### config.mk
export PLATFORM = sky130hd
export DESIGN_NAME = pixel_vliw_alu
export DESIGN_NICKNAME = d
export VERILOG_FILES = /design/src/rtl/pva_pkg.sv /design/src/rtl/pva_alu_unit.sv /design/src/rtl/pva_ctrl.sv /design/src/rtl/pva_datapath.sv /design/src/rtl/pixel_vliw_alu.sv
export SDC_FILE = /design/constraint.sdc
export NUM_CORES = 2
export LEC_CHECK = 0
export BUFFER_PORTS_ARGS = -buffer_cell sky130_fd_sc_hd__buf_2
export CAP_MARGIN = 20
export CORE_MARGIN = 3
export CORE_UTILIZATION = 32
export CTS_BUF_LIST = sky130_fd_sc_hd__clkbuf_16
export CTS_CLUSTER_SIZE = 28
export DETAILED_ROUTE_END_ITERATION = 8
export PLACE_DENSITY_LB_ADDON = 0.08
export SLEW_MARGIN = 20
export SYNTH_ARGS = -nofsm -noshare
export SYNTH_HDL_FRONTEND = slang
export SYNTH_SLANG_ARGS = --single-unit
### constraint.sdc
create_clock -name clk -period 26.9 [get_ports clk]
set_input_delay 5.38 -clock clk [delete_from_list [all_inputs] [get_ports clk]]
set_output_delay 5.38 -clock clk [all_outputs]
set_load 0.02 [all_outputs]
### src/rtl/pva_pkg.sv
package pva_pkg;
  parameter int PIX_W    = 8;
  parameter int RF_DEPTH = 16;
  parameter int LAYERS   = 4;
  parameter int THREADS  = 2;

  localparam int RA_W = $clog2(RF_DEPTH);
  localparam int LY_W = $clog2(LAYERS);
  localparam int TH_W = (THREADS > 1) ? $clog2(THREADS) : 1;

  // operand source codes
  localparam logic [1:0] SRC_PIX = 2'd0;
  localparam logic [1:0] SRC_AUX = 2'd1;
  localparam logic [1:0] SRC_RFA = 2'd2;
  localparam logic [1:0] SRC_RFB = 2'd3;

  // function unit indices for output and write-back selection
  localparam int FU_CMP  = 0;
  localparam int FU_ALU0 = 1;
  localparam int FU_MUL  = 2;
  localparam int FU_ALU1 = 3;
  localparam int NUM_FU  = 4;
  localparam int NUM_ALU = 2;

  // comparator operations
  localparam logic [2:0] CMP_MIN = 3'd0;
  localparam logic [2:0] CMP_MAX = 3'd1;
  localparam logic [2:0] CMP_GT  = 3'd2;
  localparam logic [2:0] CMP_EQ  = 3'd3;
  localparam logic [2:0] CMP_ABD = 3'd4;

  // ALU operations
  localparam logic [1:0] ALU_ADDS = 2'd0;
  localparam logic [1:0] ALU_SUBS = 2'd1;
  localparam logic [1:0] ALU_AND  = 2'd2;
  localparam logic [1:0] ALU_XOR  = 2'd3;

  typedef struct packed {
    logic [1:0]      outSel;
    logic            wrEn;
    logic [RA_W-1:0] wrAddr;
    logic [1:0]      wrSel;
    logic [RA_W-1:0] raA;
    logic [RA_W-1:0] raB;
    logic [2:0]      cmpOp;
    logic [1:0]      cmpA;
    logic [1:0]      cmpB;
    logic [1:0]      alu0Op;
    logic [1:0]      alu0A;
    logic [1:0]      alu0B;
    logic [2:0]      mulSh;
    logic [1:0]      mulA;
    logic [1:0]      mulB;
    logic [1:0]      alu1Op;
    logic [1:0]      alu1A;
    logic [1:0]      alu1B;
  } instr_t;

  localparam int INSTR_W = $bits(instr_t);

  // control-to-datapath strobes
  typedef struct packed {
    logic            exec;
    logic [TH_W-1:0] thread;
    logic            last;
    instr_t          instr;
  } strobe_t;
endpackage

### src/rtl/pva_alu_unit.sv
module pva_alu_unit
  import pva_pkg::*;
(
  input  logic [1:0]       op,
  input  logic [PIX_W-1:0] a,
  input  logic [PIX_W-1:0] b,
  output logic [PIX_W-1:0] y
);
  logic [PIX_W:0] sum;

  assign sum = {1'b0, a} + {1'b0, b};

  always_comb begin
    unique case (op)
      ALU_ADDS: y = sum[PIX_W] ? '1 : sum[PIX_W-1:0];
      ALU_SUBS: y = (a > b) ? (a - b) : '0;
      ALU_AND:  y = a & b;
      default:  y = a ^ b;
    endcase
  end
endmodule

### src/rtl/pva_ctrl.sv
module pva_ctrl
  import pva_pkg::*;
(
  input  logic               clk,
  input  logic               rst_n,
  input  logic               ctxWrEn,
  input  logic [TH_W-1:0]    ctxWrThread,
  input  logic [LY_W-1:0]    ctxWrLayer,
  input  logic [INSTR_W-1:0] ctxWrData,
  input  logic               inValid,
  input  logic [TH_W-1:0]    inThread,
  output strobe_t            stb
);
  localparam logic [LY_W-1:0] LAST_IP = LY_W'(LAYERS - 1);

  instr_t          ctxMem [THREADS][LAYERS];
  logic [LY_W-1:0] ipReg  [THREADS];
  logic [LY_W-1:0] curIp;

  assign curIp = ipReg[inThread];

  // context layers, loaded through the write port
  always_ff @(posedge clk or negedge rst_n) begin
    if (!rst_n) begin
      for (int t = 0; t < THREADS; t++)
        for (int l = 0; l < LAYERS; l++)
          ctxMem[t][l] <= '0;
    end else if (ctxWrEn) begin
      ctxMem[ctxWrThread][ctxWrLayer] <= instr_t'(ctxWrData);
    end
  end

  // per-thread step pointers
  always_ff @(posedge clk or negedge rst_n) begin
    if (!rst_n) begin
      for (int t = 0; t < THREADS; t++) ipReg[t] <= '0;
    end else if (inValid) begin
      ipReg[inThread] <= (curIp == LAST_IP) ? '0 : curIp + 1'b1;
    end
  end

  always_comb begin
    stb.exec   = inValid;
    stb.thread = inThread;
    stb.last   = (curIp == LAST_IP);
    stb.instr  = ctxMem[inThread][curIp];
  end
endmodule

### src/rtl/pva_datapath.sv
module pva_datapath
  import pva_pkg::*;
(
  input  logic             clk,
  input  logic             rst_n,
  input  strobe_t          stb,
  input  logic [PIX_W-1:0] inPixel,
  input  logic [PIX_W-1:0] inAux,
  output logic             outValid,
  output logic [TH_W-1:0]  outThread,
  output logic             outLast,
  output logic [PIX_W-1:0] outPixel
);
  localparam logic [PIX_W-1:0] PIX_MAX = '1;
  localparam int PROD_W = 2 * PIX_W;

  logic [PIX_W-1:0] rfMem [THREADS][RF_DEPTH];
  instr_t           ins;
  logic [PIX_W-1:0] rdA, rdB;
  logic [PIX_W-1:0] cmpA, cmpB, cmpY;
  logic [PIX_W-1:0] mulA, mulB, mulY;
  logic [PROD_W-1:0] mulProd, mulShift;
  logic [1:0]       aluOp [NUM_ALU];
  logic [PIX_W-1:0] aluA  [NUM_ALU];
  logic [PIX_W-1:0] aluB  [NUM_ALU];
  logic [PIX_W-1:0] aluY  [NUM_ALU];
  logic [PIX_W-1:0] fuRes [NUM_FU];
  logic [PIX_W-1:0] selY, wrY;

  assign ins = stb.instr;
  assign rdA = rfMem[stb.thread][ins.raA];
  assign rdB = rfMem[stb.thread][ins.raB];

  function automatic logic [PIX_W-1:0] pickSrc(input logic [1:0] sel,
                                               input logic [PIX_W-1:0] px,
                                               input logic [PIX_W-1:0] ax,
                                               input logic [PIX_W-1:0] ra,
                                               input logic [PIX_W-1:0] rb);
    case (sel)
      SRC_PIX: return px;
      SRC_AUX: return ax;
      SRC_RFA: return ra;
      default: return rb;
    endcase
  endfunction

  // comparator unit
  always_comb begin
    cmpA = pickSrc(ins.cmpA, inPixel, inAux, rdA, rdB);
    cmpB = pickSrc(ins.cmpB, inPixel, inAux, rdA, rdB);
    case (ins.cmpOp)
      CMP_MIN: cmpY = (cmpA < cmpB) ? cmpA : cmpB;
      CMP_MAX: cmpY = (cmpA > cmpB) ? cmpA : cmpB;
      CMP_GT:  cmpY = {{(PIX_W-1){1'b0}}, (cmpA > cmpB)};
      CMP_EQ:  cmpY = {{(PIX_W-1){1'b0}}, (cmpA == cmpB)};
      CMP_ABD: cmpY = (cmpA > cmpB) ? (cmpA - cmpB) : (cmpB - cmpA);
      default: cmpY = '0;
    endcase
  end

  // two general ALUs
  always_comb begin
    aluOp[0] = ins.alu0Op;
    aluA[0]  = pickSrc(ins.alu0A, inPixel, inAux, rdA, rdB);
    aluB[0]  = pickSrc(ins.alu0B, inPixel, inAux, rdA, rdB);
    aluOp[1] = ins.alu1Op;
    aluA[1]  = pickSrc(ins.alu1A, inPixel, inAux, rdA, rdB);
    aluB[1]  = pickSrc(ins.alu1B, inPixel, inAux, rdA, rdB);
  end

  for (genvar g = 0; g < NUM_ALU; g++) begin : g_alu
    pva_alu_unit u_alu (
      .op(aluOp[g]),
      .a (aluA[g]),
      .b (aluB[g]),
      .y (aluY[g])
    );
  end

  // multiplier with shift and clamp
  always_comb begin
    mulA     = pickSrc(ins.mulA, inPixel, inAux, rdA, rdB);
    mulB     = pickSrc(ins.mulB, inPixel, inAux, rdA, rdB);
    mulProd  = PROD_W'(mulA) * PROD_W'(mulB);
    mulShift = mulProd >> ins.mulSh;
    mulY     = (|mulShift[PROD_W-1:PIX_W]) ? PIX_MAX : mulShift[PIX_W-1:0];
  end

  always_comb begin
    fuRes[FU_CMP]  = cmpY;
    fuRes[FU_ALU0] = aluY[0];
    fuRes[FU_MUL]  = mulY;
    fuRes[FU_ALU1] = aluY[1];
    selY = fuRes[ins.outSel];
    wrY  = fuRes[ins.wrSel];
  end

  // register banks, one per thread
  always_ff @(posedge clk or negedge rst_n) begin
    if (!rst_n) begin
      for (int t = 0; t < THREADS; t++)
        for (int e = 0; e < RF_DEPTH; e++)
          rfMem[t][e] <= '0;
    end else if (stb.exec && ins.wrEn) begin
      rfMem[stb.thread][ins.wrAddr] <= wrY;
    end
  end

  always_ff @(posedge clk or negedge rst_n) begin
    if (!rst_n) begin
      outValid  <= 1'b0;
      outThread <= '0;
      outLast   <= 1'b0;
      outPixel  <= '0;
    end else begin
      outValid <= stb.exec;
      if (stb.exec) begin
        outThread <= stb.thread;
        outLast   <= stb.last;
        outPixel  <= selY;
      end
    end
  end
endmodule

### src/rtl/pixel_vliw_alu.sv
module pixel_vliw_alu
  import pva_pkg::*;
(
  input  logic               clk,
  input  logic               rst_n,
  input  logic               ctxWrEn,
  input  logic [TH_W-1:0]    ctxWrThread,
  input  logic [LY_W-1:0]    ctxWrLayer,
  input  logic [INSTR_W-1:0] ctxWrData,
  input  logic               inValid,
  input  logic [TH_W-1:0]    inThread,
  input  logic [PIX_W-1:0]   inPixel,
  input  logic [PIX_W-1:0]   inAux,
  output logic               outValid,
  output logic [TH_W-1:0]    outThread,
  output logic               outLast,
  output logic [PIX_W-1:0]   outPixel
);
  strobe_t stb;

  pva_ctrl u_ctrl (
    .clk        (clk),
    .rst_n      (rst_n),
    .ctxWrEn    (ctxWrEn),
    .ctxWrThread(ctxWrThread),
    .ctxWrLayer (ctxWrLayer),
    .ctxWrData  (ctxWrData),
    .inValid    (inValid),
    .inThread   (inThread),
    .stb        (stb)
  );

  pva_datapath u_dp (
    .clk      (clk),
    .rst_n    (rst_n),
    .stb      (stb),
    .inPixel  (inPixel),
    .inAux    (inAux),
    .outValid (outValid),
    .outThread(outThread),
    .outLast  (outLast),
    .outPixel (outPixel)
  );
endmodule

Yosys cells after proc, flatten, opt, wreduce, memory -nomap -nowiden
Cells that the tools add are included.
Storage, ports and cells
  bits in registers: 615
  bits of input ports: 67
  output and inout bits: 11
Cells by class
  add/sub/neg operators: 7
  multipliers: 1
  magnitude comparators: 17
  equality and inequality tests: 26
  shift operators: 1
  mux-type cells: 57
  bitwise gates (word level): 13
  reduce and logical (&&, ||, !) cells: 17
Operators by type and width (number)
  $mux 172: 4
  $mux 128: 4
  $bwmux 344: 1
  $bwmux 256: 1
  $pmux 8 s3: 10
  $demux 172 s1: 1
  $mux 8: 17
  $mux 43: 3
  $demux 128 s1: 1
  $bmux 43 s2: 1
  $demux 43 s2: 1
  $bmux 8 s4: 2
  $pmux 8 s5: 1
  $bmux 8 s2: 2
  $demux 8 s4: 1
  $sub 8x8->8: 4
  $gt 8x8->1: 3
  $eq 2x2->1 const B: 11
  $eq 2x1->1 const B: 10
  $logic_not 2->1: 10
  $add 8x8->9: 2
  $and 8x8->8: 2
  $mul 8x8->16: 1
  $shr 16x3->16: 1
  other kinds (22): 45

Logic depth before layout (Yosys ltp)
  word-level depth: 21
  gate-level depth with buffers: 40
  mapped depth without buffers: 30

Modules after synthesis
A second synthesis with hierarchy kept.
Unflattened totals
  cell total of the unflattened synthesis: 3161
  area, all modules: 38834.7 um^2
Modules (own cells, without submodules)
  pva_datapath: times used 1, cells each 1866, area each 20662.3 um^2
  pva_ctrl: times used 1, cells each 997, area each 16113.0 um^2
  pva_alu_unit: times used 2, cells each 149, area each 1029.7 um^2

Worst setup path before layout
OpenSTA, ideal clock, no wires.
  path type: in2reg
  start: input port inThread
  end: register u_dp.rfMem[18] (netlist bit)
  arrival: 13.484 ns
  setup slack: 13.281 ns
  stages: 35
  cells stage by stage: buf_6 > buf_6 > buf_6 > buf_6 > buf_6 > buf_4 > buf_6 > buf_6 > buf_2 > mux4_1 > mux2i_1 > mux2i_1 > a21o_1 > mux4_2 > inv_1 > nor2_1 > fa_1 > inv_1 > fa_1 > fa_1 > fa_1 > inv_1 > ha_1 > or3_1 > a21o_1 > a221oi_1 > mux2i_1 > nand4_1 > o211ai_1 > nand2_1 > clkbuf_1 > nor3_1 > a2bb2oi_1 > clkbuf_1 > o21ai_0
Between the ends
  longest elaborated chain between the ends: 21
RTL lines
  start, declared: line pixel_vliw_alu.sv:11  | input logic [TH_W-1:0] inThread,
  $not 1->2 (not written as such) *
  $mux 2 (not written as such) (3 in series): line pva_ctrl.sv:20  | assign curIp = ipReg[inThread];
  $not 2->3 (not written as such): line pva_ctrl.sv:46  | stb.instr = ctxMem[inThread][curIp];
  $bmux 43 s2: line pva_ctrl.sv:46
  $mux 43 (not written as such) (2 in series): line pva_ctrl.sv:46
  $not 4->5, on equally long branches: line pva_datapath.sv:32, pva_datapath.sv:31
  $bmux 8 s4, on equally long branches: line pva_datapath.sv:32, pva_datapath.sv:31
  $mux 8, on equally long branches (2 in series): line pva_datapath.sv:32, pva_datapath.sv:31
  $pmux 8 s3: line pva_datapath.sv:39  | case (sel)
  $mul 8x8->16: line pva_datapath.sv:84  | mulProd = PROD_W'(mulA) * PROD_W'(mulB);
  $shr 16x3->16: line pva_datapath.sv:85  | mulShift = mulProd >> ins.mulSh;
  $reduce_or 8->1: line pva_datapath.sv:86  | mulY = (|mulShift[PROD_W-1:PIX_W]) ? PIX_MAX : mulShift[PIX_W-1:0];
  $mux 8: line pva_datapath.sv:86
  $bmux 8 s2: line pva_datapath.sv:95  | wrY = fuRes[ins.wrSel];
  $mux 8 (not written as such) (2 in series): line pva_datapath.sv:95
  $bwmux 256: line pva_datapath.sv:105  | rfMem[stb.thread][ins.wrAddr] <= wrY;
  end signal, assigned by index: line pva_datapath.sv:105
  end, declared: line pva_datapath.sv:17  | logic [PIX_W-1:0] rfMem [THREADS][RF_DEPTH];
Every way passes the cells marked *; elsewhere a longest branch is shown, timed or not. The select of a mux whose other input is x is not followed.
A chain may end at the register's enable or synchronous reset.

Worst setup path after layout
  start: input port inThread
  end: register u_dp.rfMem[23] (netlist bit)
Same word-level chain as after synthesis.

==> flow_metrics.tcl <==
set metrics [dict create \
    outcome "completed" \
    post-cts-setup-buffer-count 0 \
    place.port_buffers 77 \
    hold_violations 0 \
    worstReg2RegStart "u_ctrl.ipReg[0]" \
    synthToLayoutAreaGrowth_pct 11.4 \
    drive_gt1_share_pct 27.9 \
    yosys.area.top_type_share_pct 39.3 \
    synth_cell_type_count 99 \
    core_um2 121000 \
    tns_ns 0 \
    synth-edff-count 0 \
    fp.dieH_um 356 \
    synth_nets 3742 \
    synth_top_cell_by_area "dfrtp_1" \
    drc 0 \
    synthArstFlopShare_pct 100 \
    num_rows 127 \
    max_freq_mhz 62.3 \
    timing.slew.headroom_pct 15.6 \
    final_util_pct 36.1 \
    yosys-top-cells-count "dfrtp_1 (615), mux2_2 (532), nand2_1 (335)" \
    max_stage_delay_ns 0.74 \
    dp_hpwl_um 92900 \
    globalRouteTotalUtil_pct 21.8 \
    cp_max_fo 67 \
    final_nets 3730 \
    slowest_stage "mux2_2" \
    vias 29000 \
    synth_compound_area_share_pct 10.9 \
    setup-violations-final 0 \
    antenna_found_initial 15 \
    grt_pass1_wl_um 206000 \
    top_layer_used "met5" \
    timing.max_cap.violations 0 \
    synth_cells 3550 \
    cp-start-kind "primary input" \
    ios 78 \
    h-tree-depth 3 \
    wl_um 138000 \
    crit_type "primary input to flop" \
    reg2reg_setup_slack_ns 15.86 \
    ys_seq_area_share_pct 39.3 \
    hold_path.class "flop to flop" \
    ant_nets 0 \
    synth_adder_area_share_pct 4.80 \
    numCtsBuffers 77 \
    clock_path_buffers 3 \
    drt_iter0_markers 2212 \
    die_w_um 356 \
    clk_pin_slew_worst_paths_ns 0.05 \
    grt-ovfl-total 0 \
    dp_cells 5070 \
    rsz0062_at_grt "no" \
    synthMuxAreaShare_pct 30.1 \
    synth.avg_cell_area_um2 11.0 \
    cts_sinks 615 \
    hp-start "u_dp.rfMem[40]" \
    synth_flop_cell "dfrtp_1" \
    cp.required_ns 27.44 \
    die_area_um2 127000 \
    fin_skew_ns 0.0276 \
    grt_max_degree 140 \
    post_cts_resized 0 \
    yosysMostFrequentCell "dfrtp_1" \
    synth_top_family_by_area "multiplexers" \
    met2_length_um 64100 \
    cp-end-kind "flop" \
    clockRootBuffer "clkbuf_16" \
    fill_cells 12000 \
    synth_xor_area_share_pct 0.515 \
    firstDrtPassIters 5 \
    worst_ep_arrival_time_ns 16.59 \
    holdWs_ns 0.471 \
    tightestPinTransition_ns 1.25 \
    cts_hold_buffers 0 \
    clk_latency_ns 0.68 \
    instances_no_fill 5213 \
    ys_warn_count 0 \
    grt_pass1_vias 29700 \
    syn_area_um2 39100 \
    yosys.area_share.simple_pct 10.1 \
    crit_path_start "inThread" \
    initial_core_util_pct 32.5 \
    wl_met3_um 5870 \
    wl_per_cell_um 26.5 \
    fin_crit_sh_pct 59.7 \
    synthTopCellsByArea "dfrtp_1 (39%), mux2_2 (15%), mux2i_1 (7.1%), mux4_2 (7.1%), nand2_1 (3.2%)" \
    met1Wirelength_um 65300 \
    slew_violations 0 \
    tritoncts "done" \
    min_period_ns 16.05 \
    critical_path.most_common_cell "fa_1" \
    ys_ff_latch 615 \
    routed_via_density 5.57 \
    place.gp.congestion 0.868 \
]
-- registers in the layout, indices dropped and copies added (netlist names) --
name,count
u_ctrl.ipReg,4
u_dp.outLast,1
u_ctrl.ctxMem,344
u_dp.outValid,1
u_dp.rfMem,256
u_dp.outThread,1
u_dp.outPixel,8
-- cells by family (layout without fill, tap and decap cells) --
kind of cell,after synthesis,count (layout)
buf+inv,371,417
mux,947,947
fa+ha+maj,125,125
simple gates,857,857
flops,615,615
xor+xnor,23,23
other cells,0,5
compound gates,612,612
-- area by class of cell --
type / instances / area [um^2] / share of cell area (%)
sequential: 615 / 15400 / 35.3
tap: 1612 / 2020 / 4.63
clock inverter: 58 / 465 / 1.07
clock buffer: 79 / 1980 / 4.54
antenna: 5 / 12.5 / 0.0287
timing repair buffer: 154 / 1020 / 2.34
multi-input combinational: 2564 / 22200 / 51.0
inverter: 126 / 473 / 1.09
-- worst max-delay path, delay by kind of cell --
kind                     cells  cell delay, ns
multiplexers                 6            2.32
buffers and inverters        7            2.06
AO/OA/AOI/OAI                8            2.41
AND/OR/NAND/NOR              6            2.14
adder cells (fa/ha/maj)      5            2.13
-- per-layer routing --
| layer | up-vias | GRT usage (%) |
|---|---|---|
| li1 | 13100 | - |
| met1 | 15100 | 30.8 |
| met2 | 658 | 35.2 |
| met3 | 162 | 3.36 |
| met4 | 4 | 4.86 |
| met5 | - | 0 |
-- cell usage in the layout (no fill, tap or decap), drive strengths merged, types with 35 or more instances in the layout --
| cell type | n |
|---|---|
| a21oi | 79 |
| a22oi | 50 |
| buf | 154 |
| clkbuf | 79 |
| dfrtp | 615 |
| fa | 42 |
| ha | 83 |
| inv | 140 |
| mux2 | 535 |
| mux2i | 287 |
| mux4 | 125 |
| nand2 | 335 |
| nor2 | 222 |
| nor3 | 35 |
| o21ai | 156 |
| o31ai | 51 |
| or3 | 42 |
-- path summary, 6_finish.rpt --
path	endpoint	cells after the start
min reg2reg	u_dp.rfMem[40]	2
max in group asynchronous	u_dp.rfMem[228]	4
min	u_dp.rfMem[40]	2
max	u_dp.rfMem[23]	32
max reg2reg	u_dp.rfMem[23]	30
min in group asynchronous	u_ctrl.ctxMem[127]	1
-- stage by stage --
step           setup WS (ns)  area (um^2)
2_1_floorplan          13.28        39100
4_1_cts                10.86        43500
3_5_place_dp           10.16        41100
6_report               10.85        43600
3_3_place_gp           10.39        41100
5_1_grt                10.33        43600
Power is not shown: default switching activity piles up to over one toggle a cycle in this logic, so the estimate is an artifact.
